--- config.mk ---
export PLATFORM = sky130hd
export DESIGN_NAME = ifb_flag_bank
export DESIGN_NICKNAME = d
export VERILOG_FILES = /design/src/rtl/ifb_pkg.sv /design/src/rtl/ifb_addr_dec.sv /design/src/rtl/ifb_flag_group.sv /design/src/rtl/ifb_host_port.sv /design/src/rtl/ifb_flag_bank.sv
export SDC_FILE = /design/constraint.sdc
export NUM_CORES = 1
export LEC_CHECK = 0
export BUFFER_PORTS_ARGS = -buffer_cell sky130_fd_sc_hd__buf_2
export CORE_ASPECT_RATIO = 1.75
export CORE_UTILIZATION = 54
export CTS_CLUSTER_DIAMETER = 50
export DETAILED_ROUTE_END_ITERATION = 8
export PLACE_DENSITY_LB_ADDON = 0.1
export SKIP_CTS_REPAIR_TIMING = 1
export SLEW_MARGIN = 0
export SYNTH_ARGS = -nofsm -noshare
export SYNTH_HDL_FRONTEND = slang
export SYNTH_SLANG_ARGS = --single-unit
--- constraint.sdc ---
create_clock -name clk -period 2.2 [get_ports clk]
set_clock_uncertainty 0.1 [all_clocks]
set_input_delay 0.44 -clock clk [delete_from_list [all_inputs] [get_ports clk]]
set_output_delay 0.44 -clock clk [all_outputs]
set_load 0.03 [all_outputs]
--- src/rtl/ifb_pkg.sv ---
package ifb_pkg;
  localparam int unsigned IFB_DATA_W    = 16;
  localparam int unsigned IFB_ADDR_W    = 5;
  localparam int unsigned IFB_NUM_CHAN  = 128;
  localparam int unsigned IFB_BASE_ADDR = 5;

  typedef enum logic {
    HOST_RD = 1'b0,
    HOST_WR = 1'b1
  } host_op_e;
endpackage

--- src/rtl/ifb_addr_dec.sv ---
module ifb_addr_dec #(
  parameter int unsigned ADDR_W    = 5,
  parameter int unsigned NUM_REGS  = 8,
  parameter int unsigned BASE_ADDR = 5
) (
  input  logic [ADDR_W-1:0]   addr,
  output logic [NUM_REGS-1:0] grp_sel,
  output logic                hit
);
  // Descending map: the top address of the window holds group 0
  localparam int unsigned TOP_ADDR = BASE_ADDR + NUM_REGS - 1;

  always_comb begin
    for (int g = 0; g < NUM_REGS; g++) begin
      grp_sel[g] = (addr == ADDR_W'(TOP_ADDR - g));
    end
    hit = |grp_sel;
  end
endmodule

--- src/rtl/ifb_flag_group.sv ---
module ifb_flag_group #(
  parameter int unsigned WIDTH  = 16,
  parameter int unsigned CHAN_W = 7,
  parameter int unsigned GRP    = 0
) (
  input  logic              clk,
  input  logic              rst_n,
  input  logic              set_valid,
  input  logic [CHAN_W-1:0] set_chan,
  input  logic              clr_en,
  input  logic [WIDTH-1:0]  clr_bits,
  output logic [WIDTH-1:0]  flags
);
  localparam int unsigned LW = $clog2(WIDTH);
  localparam int unsigned HW = CHAN_W - LW;

  logic [WIDTH-1:0] set_mask;
  logic [WIDTH-1:0] clr_mask;

  always_comb begin
    set_mask = '0;
    if (set_valid && (set_chan[CHAN_W-1:LW] == HW'(GRP))) begin
      set_mask[set_chan[LW-1:0]] = 1'b1;
    end
    clr_mask = clr_en ? clr_bits : '0;
  end

  // Set is or-ed in after the clear so a coinciding event survives
  always_ff @(posedge clk or negedge rst_n) begin
    if (!rst_n) flags <= '0;
    else        flags <= (flags & ~clr_mask) | set_mask;
  end

  AST_SET_LANDS: assert property (@(posedge clk) disable iff (!rst_n)
    (set_mask != '0) |=> ((flags & $past(set_mask)) == $past(set_mask)));
  AST_SET_BEATS_CLEAR: assert property (@(posedge clk) disable iff (!rst_n)
    ((set_mask & clr_mask) != '0) |=> ((flags & $past(set_mask & clr_mask)) != '0));
  AST_CLEAR_DROPS: assert property (@(posedge clk) disable iff (!rst_n)
    (clr_mask != '0) |=> ((flags & $past(clr_mask & ~set_mask)) == '0));
  AST_UNTOUCHED_HOLD: assert property (@(posedge clk) disable iff (!rst_n)
    1'b1 |=> (((flags ^ $past(flags)) & ~$past(clr_mask | set_mask)) == '0));
endmodule

--- src/rtl/ifb_host_port.sv ---
module ifb_host_port #(
  parameter int unsigned ADDR_W    = 5,
  parameter int unsigned DATA_W    = 16,
  parameter int unsigned NUM_REGS  = 8,
  parameter int unsigned BASE_ADDR = 5
) (
  input  logic                       clk,
  input  logic                       rst_n,
  input  logic                       bus_req,
  input  logic                       bus_we,
  input  logic [ADDR_W-1:0]          bus_addr,
  input  logic [DATA_W-1:0]          bus_wdata,
  input  logic [NUM_REGS*DATA_W-1:0] grp_rd,
  output logic [DATA_W-1:0]          bus_rdata,
  output logic                       bus_ack,
  output logic [NUM_REGS-1:0]        clr_sel,
  output logic [DATA_W-1:0]          clr_bits,
  output logic                       wr_miss
);
  import ifb_pkg::*;

  logic [NUM_REGS-1:0] grp_sel;
  logic                hit;
  logic                accept;
  host_op_e            op;
  logic [DATA_W-1:0]   rd_word;

  ifb_addr_dec #(
    .ADDR_W   (ADDR_W),
    .NUM_REGS (NUM_REGS),
    .BASE_ADDR(BASE_ADDR)
  ) u_dec (
    .addr   (bus_addr),
    .grp_sel(grp_sel),
    .hit    (hit)
  );

  assign accept = bus_req && !bus_ack;
  assign op     = bus_we ? HOST_WR : HOST_RD;

  always_comb begin
    rd_word = '0;
    for (int g = 0; g < NUM_REGS; g++) begin
      rd_word |= grp_sel[g] ? grp_rd[g*DATA_W +: DATA_W] : '0;
    end
    clr_sel  = (accept && op == HOST_WR) ? grp_sel : '0;
    clr_bits = bus_wdata;
    wr_miss  = accept && (op == HOST_WR) && !hit;
  end

  always_ff @(posedge clk or negedge rst_n) begin
    if (!rst_n) begin
      bus_ack   <= 1'b0;
      bus_rdata <= '0;
    end else begin
      bus_ack   <= accept;
      bus_rdata <= (accept && op == HOST_RD) ? rd_word : '0;
    end
  end

  AST_ACK_FOLLOWS: assert property (@(posedge clk) disable iff (!rst_n)
    (bus_req && !bus_ack) |=> bus_ack);
  AST_ACK_SINGLE: assert property (@(posedge clk) disable iff (!rst_n)
    bus_ack |=> !bus_ack);
  AST_RDATA_QUIET: assert property (@(posedge clk) disable iff (!rst_n)
    !bus_ack |-> (bus_rdata == '0));
endmodule

--- src/rtl/ifb_flag_bank.sv ---
module ifb_flag_bank #(
  parameter int unsigned NUM_CHAN  = ifb_pkg::IFB_NUM_CHAN,
  parameter int unsigned DATA_W    = ifb_pkg::IFB_DATA_W,
  parameter int unsigned ADDR_W    = ifb_pkg::IFB_ADDR_W,
  parameter int unsigned BASE_ADDR = ifb_pkg::IFB_BASE_ADDR,
  localparam int unsigned CHAN_W   = $clog2(NUM_CHAN),
  localparam int unsigned NUM_REGS = NUM_CHAN / DATA_W
) (
  input  logic                clk,
  input  logic                rst_n,
  input  logic                set_valid,
  input  logic [CHAN_W-1:0]   set_chan,
  input  logic                bus_req,
  input  logic                bus_we,
  input  logic [ADDR_W-1:0]   bus_addr,
  input  logic [DATA_W-1:0]   bus_wdata,
  output logic [DATA_W-1:0]   bus_rdata,
  output logic                bus_ack,
  output logic [NUM_CHAN-1:0] flag_vec,
  output logic                irq
);
  logic [NUM_REGS-1:0] clr_sel;
  logic [DATA_W-1:0]   clr_bits;
  logic                wr_miss;

  ifb_host_port #(
    .ADDR_W   (ADDR_W),
    .DATA_W   (DATA_W),
    .NUM_REGS (NUM_REGS),
    .BASE_ADDR(BASE_ADDR)
  ) u_host (
    .clk      (clk),
    .rst_n    (rst_n),
    .bus_req  (bus_req),
    .bus_we   (bus_we),
    .bus_addr (bus_addr),
    .bus_wdata(bus_wdata),
    .grp_rd   (flag_vec),
    .bus_rdata(bus_rdata),
    .bus_ack  (bus_ack),
    .clr_sel  (clr_sel),
    .clr_bits (clr_bits),
    .wr_miss  (wr_miss)
  );

  for (genvar g = 0; g < NUM_REGS; g++) begin : g_grp
    ifb_flag_group #(
      .WIDTH (DATA_W),
      .CHAN_W(CHAN_W),
      .GRP   (g)
    ) u_grp (
      .clk      (clk),
      .rst_n    (rst_n),
      .set_valid(set_valid),
      .set_chan (set_chan),
      .clr_en   (clr_sel[g]),
      .clr_bits (clr_bits),
      .flags    (flag_vec[g*DATA_W +: DATA_W])
    );
  end

  always_ff @(posedge clk or negedge rst_n) begin
    if (!rst_n) irq <= 1'b0;
    else        irq <= |flag_vec;
  end

  AST_IRQ_RISES: assert property (@(posedge clk) disable iff (!rst_n)
    (flag_vec != '0) |=> irq);
  AST_IRQ_FALLS: assert property (@(posedge clk) disable iff (!rst_n)
    (flag_vec == '0) |=> !irq);
  AST_MISS_NO_EFFECT: assert property (@(posedge clk) disable iff (!rst_n)
    (wr_miss && !set_valid) |=> $stable(flag_vec));
endmodule

==> impl_metrics.csv <==
group,metric,value,unit
status,status,"completed",
synth,synth_nets,717,
synth,syn_area,7180,um2
clock_network,cts_max_level,4,
cells_and_area,multi_input_area,3250,um2
synth,synth-async-reset-ratio,1.00,
clock_network,clk_latency,0.43,ns
cells_and_area,area_delta_synth_final,28.6,%
drt,drc,0,
drt,drt_wl_total,30200,um
synth,yosys-top-cells-count,"154 x nand2_1, 146 x dfrtp_1, 88 x a22o_1, 40 x o2bb2ai_1, 35 x nor4_1",
synth,synth_top_cell_area_share,0.509,
drt,vias,7527,
drt,ant_nets,0,
clock_network,path_clk_slew,0.06,ns
die,core-area,12900,um2
synth,synth_seq_area_share,0.509,
cells_and_area,n_antenna_cell,0,
global_route,grt_usage,0.463,
die,die_area,13800,um2
cells_and_area,fin_util,0.714,
sta,finalHoldViolCount,0,
place,postPlaceCellArea,8580,um2
power_and_ir_drop,power_density,943,nW/um2
sta,finalCritPeriodShare,0.962,
drt,wl_per_cell,28.3,um
place,numPortBuffers,178,
sta,rsz0062_at_grt,"false",
drt,viasPerCell,7.05,
clock_network,cts_buffer_depth,2,
cells_and_area,final_area,9230,um2
die,rows,55,
cells_and_area,regArea,3650,um2
cells_and_area,drive_gt1_frac,0.319,
power_and_ir_drop,vdd_ir_drop_max,0.000616,V
sta,tns,0,ns
die,die_h,155,um
worst_setup_path,crit_path_start_kind,"flop",
synth,synth-edff-count,0,
die,initial_core_util,0.555,
power_and_ir_drop,leakagePower,4.35,nW
job,maxCapViolations,0,
die,die_width,89.2,um
worst_setup_path,critPathKind,"flop to flop",
global_route,grt_pass1_vias,7323,
synth,syn_avg_cell_area,10.5,um2
place,dp_hpwl,21300,um
clock_network,cts_tree,"yes",
synth,yosysMostFrequentCell,"nand2_1",
worst_setup_path,worstPathArrival,2.31,ns
drt,drtIter0Drc,833,
synth,synth_flop_cell,"dfrtp_1",
synth,synth_top_cell_by_area,"dfrtp_1",
sta,report.final.slew_viol_count,0,
sta,finalSetupViolCount,0,
sta,tightest_slew,1.27,ns
sta,maxSlewHeadroom,0.150,
clock_network,cts_buffers,17,
sta,finalCriticalPeriod,2.12,ns
clock_network,cts_num_sinks,146,
synth,yosys_register_bits,146,
global_route,grt.overflow.total,0,
clock_network,root_buffer,"clkbuf_16",
place,gp_congestion,1.02,
cells_and_area,nNetsFinal,917,
global_route,antenna_found_initial,0,
cells_and_area,fillers,1002,
sta,fmax,0.473,GHz
hold_path,min_path_type,"primary input to flop",
drt,dr.pass1.iters,8,
synth,yosys-top-cells-area,"dfrtp_1 51%, a22o_1 11%, nand2_1 8.1%, o2bb2ai_1 4.9%, mux2i_1 4.2%",
worst_setup_path,worst-path-max-fanout,4,
worst_setup_path,end_kind,"flop",
global_route,grt_max_degree,51,
synth,synthCells,684,
die,io-pin-count,179,
worst_setup_path,cp.required,2.39,ns
synth,ys.warnings.count,0,
global_route,grt_pass1_wl,45300,um
synth,synthDistinctLibCells,33,
[registers in the layout (all words and copies together), names as in the netlist]
signal and count:
g_grp.u_grp.flags 128, u_host.bus_ack 1, u_host.bus_rdata 16, irq 1
[layer usage]
layer / vias up / GRT usage / part of all wire
met2: 709 / 0.708 / 0.47
met3: 197 / 0.134 / 0.12
li1: 2978 / - / -
met5: - / 0 / 0
met4: 0 / 0.317 / 0.087
met1: 3643 / 0.555 / 0.33
[worst paths after layout]
kind                            cells past startpoint                   end               startpoint  slack [ns]
max in group asynchronous                           3  u_host.bus_rdata[14]                    rst_n        0.88
worst max-delay path                                5                   irq  g_grp[3].u_grp.flags[8]        0.08
worst min-delay path                                2        u_host.bus_ack                  bus_req        0.22
min in group asynchronous                           2        u_host.bus_ack                    rst_n        0.45
worst max register to register                      5                   irq  g_grp[3].u_grp.flags[8]        0.08
worst min register to register                      1        u_host.bus_ack           u_host.bus_ack        0.39
[placed cells by master (no fill, tap or decap), types with 15 or more instances in the layout]
master       n
a222oi_1    15
nand2_1    154
nand2b_1    26
clkbuf_16   17
buf_2      177
o2bb2ai_1   40
mux2i_1     30
nor4_1      34
dfrtp_1    146
a22o_1      88
a31oi_1     15
a22oi_1     16
buf_4       44
[cell type report]
class / instances / share of cell area
clock buffer: 18 / 0.0465
clock inverter: 13 / 0.0228
multi-input combinational: 484 / 0.352
sequential: 146 / 0.396
tap: 171 / 0.0232
timing repair buffer: 235 / 0.160
[per-stage QoR]
stage               setup WS (ns)  power [mW]  hold WS [ns]  std cells
floorplan                   0.354        4.60        0.0444        684
global placement           0.0967        5.45         0.336       1035
detailed placement         0.0526        5.48         0.342       1035
CTS                        0.0895        8.63        -0.105       1066
global route               0.0671        8.93         0.218       1067
finish                     0.0842        8.71         0.216       1067
[report_power, final]
| part | switching, mW | leakage [nW] | total (mW) | internal (mW) |
|---|---|---|---|---|
| combinational | 1.29 | 2.10 | 1.97 | 0.680 |
| clock | 1.20 | 0.306 | 3.21 | 2.01 |
| sequential | 0.529 | 1.94 | 3.53 | 3.00 |
[logic make-up (layout without fill, tap and decap cells)]
| kind of cell | after synthesis | after routing | share of synthesized area |
|---|---|---|---|
| flops | 146 | 146 | 0.509 |
| compound gates | 177 | 177 | 0.209 |
| buf+inv | 54 | 266 | 0.0396 |
| mux | 31 | 31 | 0.0450 |
| simple gates | 276 | 276 | 0.198 |
[critical path: stages (launching register included)]
cell and delay (ns):
dfrtp_1 0.46, nor4_1 0.51, buf_4 0.20, nand4_1 0.24, nor4_1 0.34, nand2_1 0.12
No activity file was read; power rests on OpenSTA's default activity.
